**src/rtl/icb_pkg.sv**
```systemverilog
package icb_pkg;
   typedef enum logic {
      TRAP_FAULT = 1'b0,
      TRAP_STEP  = 1'b1
   } trap_kind_e;
endpackage

```
**src/rtl/icb_slots.sv**
```systemverilog
module icb_slots #(
   parameter int DEPTH  = 16,
   parameter int DATA_W = 32,
   parameter int PC_W   = 32,
   parameter int XF_W   = 4,
   parameter int RW     = 3
) (
   input  logic                     clk,
   input  logic                     rst_n,
   input  logic                     alloc,
   input  logic                     a_fence,
   input  logic                     a_wr,
   input  logic [RW-1:0]            a_dst,
   input  logic [PC_W-1:0]          a_pc,
   input  logic                     wb_valid,
   input  logic [$clog2(DEPTH)-1:0] wb_tag,
   input  logic [DATA_W-1:0]        wb_data,
   input  logic [XF_W-1:0]          wb_flags,
   input  logic                     pop,
   input  logic                     flush,
   output logic                     h_valid,
   output logic                     h_done,
   output logic                     h_fence,
   output logic                     h_wr,
   output logic [RW-1:0]            h_dst,
   output logic [DATA_W-1:0]        h_data,
   output logic [XF_W-1:0]          h_flags,
   output logic [PC_W-1:0]          h_pc,
   output logic [$clog2(DEPTH)-1:0] h_tag,
   output logic [$clog2(DEPTH)-1:0] tail_tag,
   output logic [$clog2(DEPTH):0]   count,
   output logic                     full,
   output logic                     empty
);
   localparam int TW = $clog2(DEPTH);

   logic [TW:0]       head_q, tail_q, head_nxt, tail_nxt;
   logic [TW-1:0]     head_ix, tail_ix;
   logic [DEPTH-1:0]  vld_v, done_v, fence_v, wr_v;
   logic [RW-1:0]     dst_a  [DEPTH];
   logic [DATA_W-1:0] data_a [DEPTH];
   logic [XF_W-1:0]   flg_a  [DEPTH];
   logic [PC_W-1:0]   pc_a   [DEPTH];

   assign head_ix = head_q[TW-1:0];
   assign tail_ix = tail_q[TW-1:0];

   // pointer update: a trap drops every slot from the new head onward
   assign head_nxt = head_q + {{TW{1'b0}}, pop};
   assign tail_nxt = flush ? head_nxt : (tail_q + {{TW{1'b0}}, alloc});

   always_ff @(posedge clk or negedge rst_n) begin
      if (!rst_n) begin
         head_q <= '0;
         tail_q <= '0;
      end else begin
         head_q <= head_nxt;
         tail_q <= tail_nxt;
      end
   end

   generate
      for (genvar g = 0; g < DEPTH; g++) begin : g_slot
         logic              vld_q, done_q, fence_q, wr_q;
         logic [RW-1:0]     dst_q;
         logic [DATA_W-1:0] data_q;
         logic [XF_W-1:0]   flg_q;
         logic [PC_W-1:0]   pc_q;
         logic              hit_a, hit_w, hit_p;

         assign hit_a = alloc && (tail_ix == TW'(g));
         assign hit_w = wb_valid && (wb_tag == TW'(g)) && vld_q && !flush;
         assign hit_p = pop && (head_ix == TW'(g));

         always_ff @(posedge clk or negedge rst_n) begin
            if (!rst_n) begin
               vld_q  <= 1'b0;
               done_q <= 1'b0;
            end else if (flush) begin
               vld_q  <= 1'b0;
               done_q <= 1'b0;
            end else if (hit_a) begin
               vld_q  <= 1'b1;
               done_q <= a_fence;
            end else begin
               if (hit_p) vld_q  <= 1'b0;
               if (hit_w) done_q <= 1'b1;
            end
         end

         always_ff @(posedge clk) begin
            if (hit_a) begin
               fence_q <= a_fence;
               wr_q    <= a_wr;
               dst_q   <= a_dst;
               pc_q    <= a_pc;
               data_q  <= '0;
               flg_q   <= '0;
            end else if (hit_w) begin
               data_q  <= wb_data;
               flg_q   <= wb_flags;
            end
         end

         assign vld_v[g]   = vld_q;
         assign done_v[g]  = done_q;
         assign fence_v[g] = fence_q;
         assign wr_v[g]    = wr_q;
         assign dst_a[g]   = dst_q;
         assign data_a[g]  = data_q;
         assign flg_a[g]   = flg_q;
         assign pc_a[g]    = pc_q;
      end
   endgenerate

   assign h_valid  = vld_v[head_ix];
   assign h_done   = done_v[head_ix];
   assign h_fence  = fence_v[head_ix];
   assign h_wr     = wr_v[head_ix];
   assign h_dst    = dst_a[head_ix];
   assign h_data   = data_a[head_ix];
   assign h_flags  = flg_a[head_ix];
   assign h_pc     = pc_a[head_ix];
   assign h_tag    = head_ix;
   assign tail_tag = tail_ix;

   assign count = tail_q - head_q;
   assign full  = (count == (TW+1)'(DEPTH));
   assign empty = (count == '0);


   no_overflow_chk: assert property (@(posedge clk) disable iff (!rst_n)
      alloc |-> !full);


   flush_clears_chk: assert property (@(posedge clk) disable iff (!rst_n)
      flush |=> (empty && (vld_v == '0)));


   count_bound_chk: assert property (@(posedge clk) disable iff (!rst_n)
      count <= (TW+1)'(DEPTH));
endmodule

```
**src/rtl/icb_arch_rf.sv**
```systemverilog
module icb_arch_rf #(
   parameter int NREGS      = 8,
   parameter int DATA_W     = 32,
   parameter bit RESET_ZERO = 1'b1
) (
   input  logic                     clk,
   input  logic                     rst_n,
   input  logic                     we,
   input  logic [$clog2(NREGS)-1:0] waddr,
   input  logic [DATA_W-1:0]        wdata,
   input  logic [$clog2(NREGS)-1:0] raddr,
   output logic [DATA_W-1:0]        rdata
);
   localparam int RW = $clog2(NREGS);

   logic [DATA_W-1:0] view [NREGS];

   generate
      for (genvar r = 0; r < NREGS; r++) begin : g_reg
         logic [DATA_W-1:0] val_q;
         logic              sel;
         assign sel = we && (waddr == RW'(r));
         if (RESET_ZERO) begin : g_rst
            always_ff @(posedge clk or negedge rst_n) begin
               if (!rst_n)   val_q <= '0;
               else if (sel) val_q <= wdata;
            end
         end else begin : g_nrst
            always_ff @(posedge clk) begin
               if (sel) val_q <= wdata;
            end
         end
         assign view[r] = val_q;
      end
   endgenerate

   assign rdata = view[raddr];
endmodule

```
**src/rtl/icb_commit.sv**
```systemverilog
module icb_commit
   import icb_pkg::*;
#(
   parameter int DEPTH  = 16,
   parameter int DATA_W = 32,
   parameter int PC_W   = 32,
   parameter int XF_W   = 4,
   parameter int RW     = 3,
   parameter int CNT_W  = 16
) (
   input  logic                     clk,
   input  logic                     rst_n,
   input  logic                     h_valid,
   input  logic                     h_done,
   input  logic                     h_fence,
   input  logic                     h_wr,
   input  logic [RW-1:0]            h_dst,
   input  logic [DATA_W-1:0]        h_data,
   input  logic [XF_W-1:0]          h_flags,
   input  logic [PC_W-1:0]          h_pc,
   input  logic [$clog2(DEPTH)-1:0] h_tag,
   input  logic [XF_W-1:0]          flag_mask,
   input  logic                     step_en,
   input  logic                     sb_empty,
   output logic                     pop,
   output logic                     flush,
   output logic                     rf_we,
   output logic [RW-1:0]            rf_waddr,
   output logic [DATA_W-1:0]        rf_wdata,
   output logic                     retire_valid,
   output logic [$clog2(DEPTH)-1:0] retire_tag,
   output logic                     trap_valid,
   output logic                     trap_step,
   output logic [PC_W-1:0]          trap_pc,
   output logic [XF_W-1:0]          trap_flags,
   output logic [CNT_W-1:0]         retired_count
);
   localparam int TW = $clog2(DEPTH);

   logic            ready, fault, commit, stepped;
   logic [XF_W-1:0] live_flags;

   logic            rv_q, tv_q;
   logic [TW-1:0]   rtag_q;
   trap_kind_e      kind_q;
   logic [PC_W-1:0] tpc_q;
   logic [XF_W-1:0] tfl_q;
   logic [CNT_W-1:0] cnt_q;

   // the oldest slot alone decides; a fence also waits for the store buffer
   assign ready      = h_valid && h_done && (!h_fence || sb_empty);
   assign live_flags = h_flags & ~flag_mask;
   assign fault      = ready && (live_flags != '0);
   assign commit     = ready && !fault;
   assign stepped    = commit && step_en;

   assign pop      = commit;
   assign flush    = fault || stepped;
   assign rf_we    = commit && h_wr && !h_fence;
   assign rf_waddr = h_dst;
   assign rf_wdata = h_data;

   always_ff @(posedge clk or negedge rst_n) begin
      if (!rst_n) begin
         rv_q   <= 1'b0;
         tv_q   <= 1'b0;
         rtag_q <= '0;
         kind_q <= TRAP_FAULT;
         tpc_q  <= '0;
         tfl_q  <= '0;
         cnt_q  <= '0;
      end else begin
         rv_q   <= commit;
         rtag_q <= h_tag;
         tv_q   <= flush;
         kind_q <= fault ? TRAP_FAULT : TRAP_STEP;
         tpc_q  <= h_pc;
         tfl_q  <= fault ? live_flags : '0;
         if (commit) cnt_q <= cnt_q + CNT_W'(1);
      end
   end

   assign retire_valid  = rv_q;
   assign retire_tag    = rtag_q;
   assign trap_valid    = tv_q;
   assign trap_step     = (kind_q == TRAP_STEP);
   assign trap_pc       = tpc_q;
   assign trap_flags    = tfl_q;
   assign retired_count = cnt_q;


   head_only_chk: assert property (@(posedge clk) disable iff (!rst_n)
      pop |-> (h_valid && h_done));


   count_step_chk: assert property (@(posedge clk) disable iff (!rst_n)
      retire_valid |-> (retired_count == $past(retired_count) + CNT_W'(1)));


   count_hold_chk: assert property (@(posedge clk) disable iff (!rst_n)
      !retire_valid |-> $stable(retired_count));


   fault_blocks_chk: assert property (@(posedge clk) disable iff (!rst_n)
      (trap_valid && !trap_step) |-> !retire_valid);


   step_after_commit_chk: assert property (@(posedge clk) disable iff (!rst_n)
      (trap_valid && trap_step) |-> retire_valid);


   fence_gate_chk: assert property (@(posedge clk) disable iff (!rst_n)
      (pop && h_fence) |-> sb_empty);
endmodule

```
**src/rtl/inorder_commit_buf.sv**
```systemverilog
module inorder_commit_buf #(
   parameter int DEPTH      = 16,
   parameter int DATA_W     = 32,
   parameter int PC_W       = 32,
   parameter int XF_W       = 4,
   parameter int NREGS      = 8,
   parameter int CNT_W      = 16,
   parameter bit RF_RST_ZERO = 1'b1
) (
   input  logic                     clk,
   input  logic                     rst_n,
   input  logic                     disp_valid,
   input  logic                     disp_fence,
   input  logic                     disp_wr,
   input  logic [$clog2(NREGS)-1:0] disp_dst,
   input  logic [PC_W-1:0]          disp_pc,
   output logic                     disp_ready,
   output logic [$clog2(DEPTH)-1:0] disp_tag,
   input  logic                     wb_valid,
   input  logic [$clog2(DEPTH)-1:0] wb_tag,
   input  logic [DATA_W-1:0]        wb_data,
   input  logic [XF_W-1:0]          wb_flags,
   input  logic [XF_W-1:0]          flag_mask,
   input  logic                     step_en,
   input  logic                     sb_empty,
   input  logic [$clog2(NREGS)-1:0] arf_addr,
   output logic [DATA_W-1:0]        arf_data,
   output logic                     retire_valid,
   output logic [$clog2(DEPTH)-1:0] retire_tag,
   output logic                     trap_valid,
   output logic                     trap_step,
   output logic [PC_W-1:0]          trap_pc,
   output logic [XF_W-1:0]          trap_flags,
   output logic [CNT_W-1:0]         retired_count,
   output logic [$clog2(DEPTH):0]   occupancy,
   output logic                     buf_full,
   output logic                     buf_empty
);
   localparam int TW = $clog2(DEPTH);
   localparam int RW = $clog2(NREGS);

   generate
      if (DEPTH < 2 || (DEPTH & (DEPTH - 1)) != 0) begin : g_bad_depth
         $error("DEPTH must be a power of two and at least 2");
      end
      if (NREGS < 2 || (NREGS & (NREGS - 1)) != 0) begin : g_bad_nregs
         $error("NREGS must be a power of two and at least 2");
      end
      if (XF_W < 1 || CNT_W < 1 || DATA_W < 1 || PC_W < 1) begin : g_bad_width
         $error("widths must be positive");
      end
   endgenerate

   logic              alloc, pop, flush;
   logic              h_valid, h_done, h_fence, h_wr;
   logic [RW-1:0]     h_dst;
   logic [DATA_W-1:0] h_data;
   logic [XF_W-1:0]   h_flags;
   logic [PC_W-1:0]   h_pc;
   logic [TW-1:0]     h_tag;
   logic              rf_we;
   logic [RW-1:0]     rf_waddr;
   logic [DATA_W-1:0] rf_wdata;

   assign disp_ready = !buf_full && !flush;
   assign alloc      = disp_valid && disp_ready;

   icb_slots #(
      .DEPTH(DEPTH), .DATA_W(DATA_W), .PC_W(PC_W), .XF_W(XF_W), .RW(RW)
   ) u_slots (
      .clk(clk), .rst_n(rst_n),
      .alloc(alloc), .a_fence(disp_fence), .a_wr(disp_wr),
      .a_dst(disp_dst), .a_pc(disp_pc),
      .wb_valid(wb_valid), .wb_tag(wb_tag), .wb_data(wb_data), .wb_flags(wb_flags),
      .pop(pop), .flush(flush),
      .h_valid(h_valid), .h_done(h_done), .h_fence(h_fence), .h_wr(h_wr),
      .h_dst(h_dst), .h_data(h_data), .h_flags(h_flags), .h_pc(h_pc),
      .h_tag(h_tag), .tail_tag(disp_tag),
      .count(occupancy), .full(buf_full), .empty(buf_empty)
   );

   icb_commit #(
      .DEPTH(DEPTH), .DATA_W(DATA_W), .PC_W(PC_W), .XF_W(XF_W),
      .RW(RW), .CNT_W(CNT_W)
   ) u_commit (
      .clk(clk), .rst_n(rst_n),
      .h_valid(h_valid), .h_done(h_done), .h_fence(h_fence), .h_wr(h_wr),
      .h_dst(h_dst), .h_data(h_data), .h_flags(h_flags), .h_pc(h_pc),
      .h_tag(h_tag),
      .flag_mask(flag_mask), .step_en(step_en), .sb_empty(sb_empty),
      .pop(pop), .flush(flush),
      .rf_we(rf_we), .rf_waddr(rf_waddr), .rf_wdata(rf_wdata),
      .retire_valid(retire_valid), .retire_tag(retire_tag),
      .trap_valid(trap_valid), .trap_step(trap_step),
      .trap_pc(trap_pc), .trap_flags(trap_flags),
      .retired_count(retired_count)
   );

   icb_arch_rf #(
      .NREGS(NREGS), .DATA_W(DATA_W), .RESET_ZERO(RF_RST_ZERO)
   ) u_rf (
      .clk(clk), .rst_n(rst_n),
      .we(rf_we), .waddr(rf_waddr), .wdata(rf_wdata),
      .raddr(arf_addr), .rdata(arf_data)
   );


   rf_quiet_chk: assert property (@(posedge clk) disable iff (!rst_n)
      !retire_valid |-> $stable(u_rf.view[arf_addr]) || $changed(arf_addr));
endmodule

```
**config.mk**
```make
export PLATFORM = sky130hd
export DESIGN_NAME = inorder_commit_buf
export DESIGN_NICKNAME = d
export VERILOG_FILES = /design/src/rtl/icb_pkg.sv /design/src/rtl/icb_slots.sv /design/src/rtl/icb_arch_rf.sv /design/src/rtl/icb_commit.sv /design/src/rtl/inorder_commit_buf.sv
export SDC_FILE = /design/constraint.sdc
export NUM_CORES = 2
export LEC_CHECK = 0
export BUFFER_PORTS_ARGS = -buffer_cell sky130_fd_sc_hd__buf_2
export CORE_UTILIZATION = 57
export DETAILED_ROUTE_END_ITERATION = 8
export PLACE_DENSITY = 0.74
export SLEW_MARGIN = 10
export SYNTH_ARGS = -nofsm -noshare
export SYNTH_HDL_FRONTEND = slang
export SYNTH_SLANG_ARGS = --single-unit
```
**constraint.sdc**
```tcl
create_clock -name clk -period 10.5 [get_ports clk]
set_input_delay 2.1 -clock clk [delete_from_list [all_inputs] [get_ports clk]]
set_output_delay 2.1 -clock clk [all_outputs]
set_load 0.02 [all_outputs]
```
* Yosys cells after proc, flatten, opt, wreduce, memory -nomap -nowiden
Index checks and enable logic that the tools add are counted.
** Operators by class
- Add/subtract/negate cells :: 4
- $lt $le $gt $ge :: 3
- Eq/ne operators :: 53
- Multiplexer cells :: 122
- Bitwise operators :: 4
- Reductions and logical operators :: 141
** Operator list (number)
- 32-bit binary-select mux with 4-bit select :: 2
- 32-bit 2-to-1 mux :: 6
- 1-bit 2-to-1 mux :: 101
- 1-bit logical AND :: 97
- 32-bit binary-select mux with 3-bit select :: 1
- 4-bit == test (second input constant) :: 24
- 3-bit nonzero test :: 32
- 4-bit by 3-bit == test with 1-bit output (second input constant) :: 12
- 4-bit by 2-bit == test with 1-bit output (second input constant) :: 6
- 16-bit by 1-bit adder with 16-bit output (second input constant) :: 1
- 1-bit binary-select mux with 4-bit select :: 4
- 4-bit binary-select mux with 4-bit select :: 1
- 3-bit binary-select mux with 4-bit select :: 1
- 3-bit == test (second input constant) :: 4
- 4-bit by 1-bit == test with 1-bit output (second input constant) :: 3
- 4-bit zero test :: 3
- 4-bit 2-to-1 mux :: 3
- 5-bit by 1-bit adder with 5-bit output :: 2
- 3-bit by 2-bit == test with 1-bit output (second input constant) :: 2
- 3-bit 2-to-1 mux :: 2
- 5-bit == test (second input constant) :: 1
- 5-bit greater-or-equal comparator (second input constant) :: 1
- 5-bit zero test :: 1
- 4-bit by 5-bit less-than comparator with 1-bit output (second input constant) :: 1
- other kinds (12) :: 16
** Storage, ports and cells
- Register bits :: 1525
- Output and inout bits :: 103

* Logic depth before layout (Yosys ltp)
- Word-level depth :: 17
- Mapped depth :: 19

* Hierarchy
From an unflattened synthesis, not the netlist that was laid out.
** Second synthesis, totals
- Cells, all modules :: 4896
- Area total of the unflattened synthesis :: 62961.6 µm²
** Modules (own cells, without submodules)
- icb_slots :: instances 1, cells an instance 4068, area each 49100.8 µm², sequential area each 30359.1 µm²
- icb_arch_rf :: instances 1, cells an instance 665, area each 11639.9 µm², sequential area each 6406.1 µm²
- icb_commit :: instances 1, cells an instance 161, area each 2204.6 µm², sequential area each 1476.4 µm²
- inorder_commit_buf :: instances 1, cells an instance 2, area each 16.3 µm², sequential area each 0.0 µm²

* Least setup slack after synthesis
OpenSTA, ideal clock, no wires.
- Path kind :: register -> output
- From :: register u_slots.head_q[3]
- To :: output disp_ready
- Arrival time :: 3901 ps
- Required time :: 8400 ps
- Setup slack :: 4499 ps
- Cell stages (with the launch flop) :: 10
- Buffers on the path :: 3
- Cell sequence :: dfrtp_1 inv_2 buf_1 clkbuf_1 clkbuf_1 ha_1 a21oi_1 xnor2_1 nor3b_1 nor2_1
** RTL lines
- start, declared :: RTL line icb_slots.sv:37 : logic [TW:0] head_q, tail_q, head_nxt, tail_nxt;
- start signal, assigned :: RTL line icb_slots.sv:57 : head_q <= head_nxt;
- 5-bit subtractor :: RTL line icb_slots.sv:127 : assign count = tail_q - head_q;
- net occupancy[4] :: RTL line inorder_commit_buf.sv:35 : output logic [$clog2(DEPTH):0] occupancy,
- 5-bit == test :: RTL line icb_slots.sv:128 : assign full = (count == (TW+1)'(DEPTH));
- net buf_full :: RTL line inorder_commit_buf.sv:36 : output logic buf_full,
- 1-bit zero test :: RTL line inorder_commit_buf.sv:65 : assign disp_ready = !buf_full && !flush;
- 1-bit logical AND :: RTL line inorder_commit_buf.sv:65
- end, declared :: RTL line inorder_commit_buf.sv:17 : output logic disp_ready,
The timed path passes the listed nets, and every way through them passes these cells. The select of a mux whose other input is x is not followed.

* Worst setup path in the final report
- From :: register u_slots.head_q[0]
- To :: output disp_ready
** On the way
- Longest elaborated chain between the ends :: 13
** Ends and longest elaborated chain
- 4-bit inverter with 5-bit output (not written as such) :: RTL line icb_slots.sv:122 : assign h_flags = flg_a[head_ix];
- 4-bit binary-select mux with 4-bit select :: RTL line icb_slots.sv:122
- 4-bit 2-to-1 mux (not written as such) (2 in a row) :: RTL line icb_slots.sv:122
- 4-bit bitwise AND :: RTL line icb_commit.sv:52 : assign live_flags = h_flags & ~flag_mask;
- 4-bit nonzero test :: RTL line icb_commit.sv:53 : assign fault = ready && (live_flags != '0);
- 1-bit logical AND :: RTL line icb_commit.sv:53
- 1-bit zero test :: RTL line icb_commit.sv:54 : assign commit = ready && !fault;
- 1-bit logical AND :: RTL line icb_commit.sv:54
- 1-bit logical AND :: RTL line icb_commit.sv:55 : assign stepped = commit && step_en;
- 1-bit logical OR :: RTL line icb_commit.sv:58 : assign flush = fault || stepped;
- 1-bit zero test :: RTL line inorder_commit_buf.sv:65
- 1-bit logical AND * :: RTL line inorder_commit_buf.sv:65
Every way passes the cells marked *; elsewhere a longest branch is shown, timed or not. The select of a mux whose other input is x is not followed.

==> flow_summary.ini <==
[power_and_ir_drop]
peakVddDrop_mv = 0.254
p_per_area_nw_per_um2 = 289
p_leak_nw = 25.7

[floorplan]
rows = 122
start_util = 0.577
die_area_um2 = 114000
core_um2 = 111000
pin_count = 193
fp.dieH_um = 337
die_w_um = 337

[sta]
rsz0062_at_grt = false
timing.final.ws_setup_ns = 2.69
clock_skew_ns = 0.0258
setup_tns_ns = 0
maxSlewViolCount = 0
max_freq_mhz = 128
setup_viol = 0
slew_headroom = 0.0926
final_hold_viol_count = 0
min_period_over_period = 0.744
worst_pin_slew_ns = 1.36
finalCriticalPeriod_ns = 7.81

[global_routing]
grt_util_all_layers = 0.334
grt_pass1_vias = 43600
antenna_found_initial = 31
overflow = 0
grt_max_degree = 226
grt_pass1_wl_mm = 281

[yosys]
yosysSeqAreaShare = 0.597
ys_types = 64
synth_top_cell_area_share = 0.277
synth_edf_count = 592
synth_fp_nets = 4969
ys_ff_latch = 1525
synth_top_cells_by_area = edfxtp_1 28%, dfxtp_1 18%, mux4_2 14%
syn_area_um2 = 64100
yosysWarnings = 0
netlist_instances = 4869
synth_area_leader_cell = edfxtp_1
syn_avg_cell_area_um2 = 13.2
synth-async-reset-ratio = 0.234
synth_flop_cell = edfxtp_1

[cts]
cts_tree = yes
cts_buffers = 151
clock-sinks = 1525
clk_latency_ns = 0.78
cts_hold_buf = 0
cts_root_buf = clkbuf_16
cts-resized-gates = 0
clk_pin_slew_ns = 0.07
postCtsSetupBuffers = 0
clock_path_buffers = 3
htree_num_levels = 4

[place]
dp_cells = 6108
dp.final_hpwl_mm = 94.5
post-place-ws_ns = 3.57
io_buffers = 192
place.gp.congestion = 0.872

[finish]
final_core_util = 0.638
layout-drive-gt1-share = 0.260
nets = 4873
area_growth_pct = 10.5
fin_cells = 6407

[worst_setup_path]
required_ns = 8.40
r2r_cells = 12
r2r_start = u_slots.head_q[2]
crit_path_end_kind = output pin
worstPathArrival_ns = 5.71
critPathLaunchType = register
rrSetupSlack_ns = 3.42
r2r-end = u_slots.g_slot[6].data_q[5]
critical_path_class = register to output pin
cp_max_fo = 146

[detailed_routing]
viasPerCell = 7.00
drc = 0
wire_per_inst_um = 29.7
dr.pass1.iters = 9
final_antenna_net_count = 0
vias = 44800
routed_wirelength_mm = 191
drt_iter0_markers = 7051

[min_path]
holdPathEnd = u_commit.retired_count[15]
hp-class = register to register
hp-start = u_commit.retired_count[15]
hold_path_depth = 1

[status]
status = complete, no violations

[job]
maxCapViolations = 0
==> layout make-up <==
type	instances	area (µm²)
multi-input combinational	2800	23800
timing repair buffer	282	1720
inverter	13	63.8
clock inverter	64	714
sequential	1525	38300
fill	7863	40200
tap	1488	1860
clock buffer	218	4310
antenna	17	42.5
==> layer usage <==
layer,GRT usage,wire length [µm],vias up
met4,0.168,9720,28
met5,0,170,-
met2,0.508,87700,3291
met1,0.442,68900,22400
li1,-,-,18400
met3,0.0931,24100,734
==> logic make-up (layout without fill, tap and decap cells) <==
logic type / after synthesis / after routing / share of synthesized area
compound gates: 1250 / 1250 / 0.101
xor+xnor: 25 / 25 / 0.00342
fa+ha+maj: 10 / 10 / 0.00207
buf+inv: 544 / 577 / 0.0346
flops: 1525 / 1525 / 0.597
mux: 731 / 731 / 0.199
other cells: 0 / 17 / 0
simple gates: 784 / 784 / 0.0628
==> layout by cell type (no fill, tap or decap), drive strengths merged, types with 15 or more instances in the layout <==
cell,synthesis,layout
mux2,291,291
o21ai,585,585
nand3,627,627
a31o,15,15
mux4,404,404
diode,0,17
dfrtp,357,357
clkbuf,375,218
inv,13,20
nor3,16,16
a21oi,592,592
buf,156,282
o31a,17,17
nand2,40,40
mux2i,36,36
clkinv,0,43
xnor2,18,18
dfxtp,576,576
and3,25,25
a22oi,16,16
nor2,21,21
edfxtp,592,592
==> power breakdown <==
| part | switching [mW] | internal, mW | total (mW) |
|---|---|---|---|
| combinational | 3.96 | 2.60 | 6.56 |
| clock | 2.35 | 3.13 | 5.48 |
| sequential | 0.800 | 7.64 | 8.44 |
==> stage by stage <==
step | area (µm²) | hold slack [ns] | total power, mW
2_1_floorplan | 64100 | 0.429 | 13.0
3_3_place_gp | 65700 | 0.457 | 14.7
3_5_place_dp | 65700 | 0.464 | 14.8
4_1_cts | 70800 | 0.473 | 20.4
5_1_grt | 70800 | 0.489 | 21.3
6_report | 70800 | 0.467 | 20.5
==> worst max-delay path by stage <==
stage	cells after the start	slack [ns]	endpoint	start
2_1_floorplan	9	4.50	disp_ready	u_slots.head_q[3]
3_3_place_gp	8	3.58	disp_ready	flag_mask[1]
3_5_place_dp	8	3.57	disp_ready	flag_mask[1]
4_1_cts	11	2.81	disp_ready	u_slots.head_q[1]
5_1_grt	11	2.47	disp_ready	u_slots.head_q[1]
6_report	10	2.69	disp_ready	u_slots.head_q[0]
==> synthesized netlist by cell type (all sizes together) (2+ instances only) <==
cell     count
a2111oi      3
nor3        16
a21oi      592
a21o         2
nor4b        2
nand2       40
a31oi        6
xnor2       18
nor4        11
and2         8
nand3      627
nand4       11
mux4       404
nand2b       3
mux2       291
xor2         7
and3        25
inv         13
clkbuf     375
o211ai       3
o21ai      585
o31a        17
dfrtp      357
nand3b       2
nor2        21
edfxtp     592
dfxtp      576
nor3b        2
mux2i       36
a31o        15
a22oi       16
and4         2
ha           9
or3          2
buf        156
nor2b        7
==> sequential cells by signal (all words and copies together) (netlist names), 4 cells and up <==
name                    count
u_commit.trap_pc           32
u_slots.g_slot.flg_q       64
u_slots.g_slot.dst_q       48
u_commit.retired_count     16
u_slots.g_slot.done_q      16
u_slots.tail_q              5
u_slots.g_slot.fence_q     16
u_slots.g_slot.vld_q       16
u_commit.trap_flags         4
u_slots.head_q              5
u_slots.g_slot.data_q     512
u_commit.retire_tag         4
u_slots.g_slot.wr_q        16
u_slots.g_slot.pc_q       512
u_rf.g.val_q              256
==> worst max-delay path, stage by stage (launching register included) <==
cell and delay [ns]:
dfrtp_4 0.90, nor2b_1 0.89, a22oi_1 0.22, nand3_1 0.14
a21oi_1 0.10, or4_1 0.74, o21ai_4 0.20, buf_4 0.74
inv_8 0.50, nor2_1 0.22, buf_2 0.18
No activity file was read; power rests on OpenSTA's default activity.
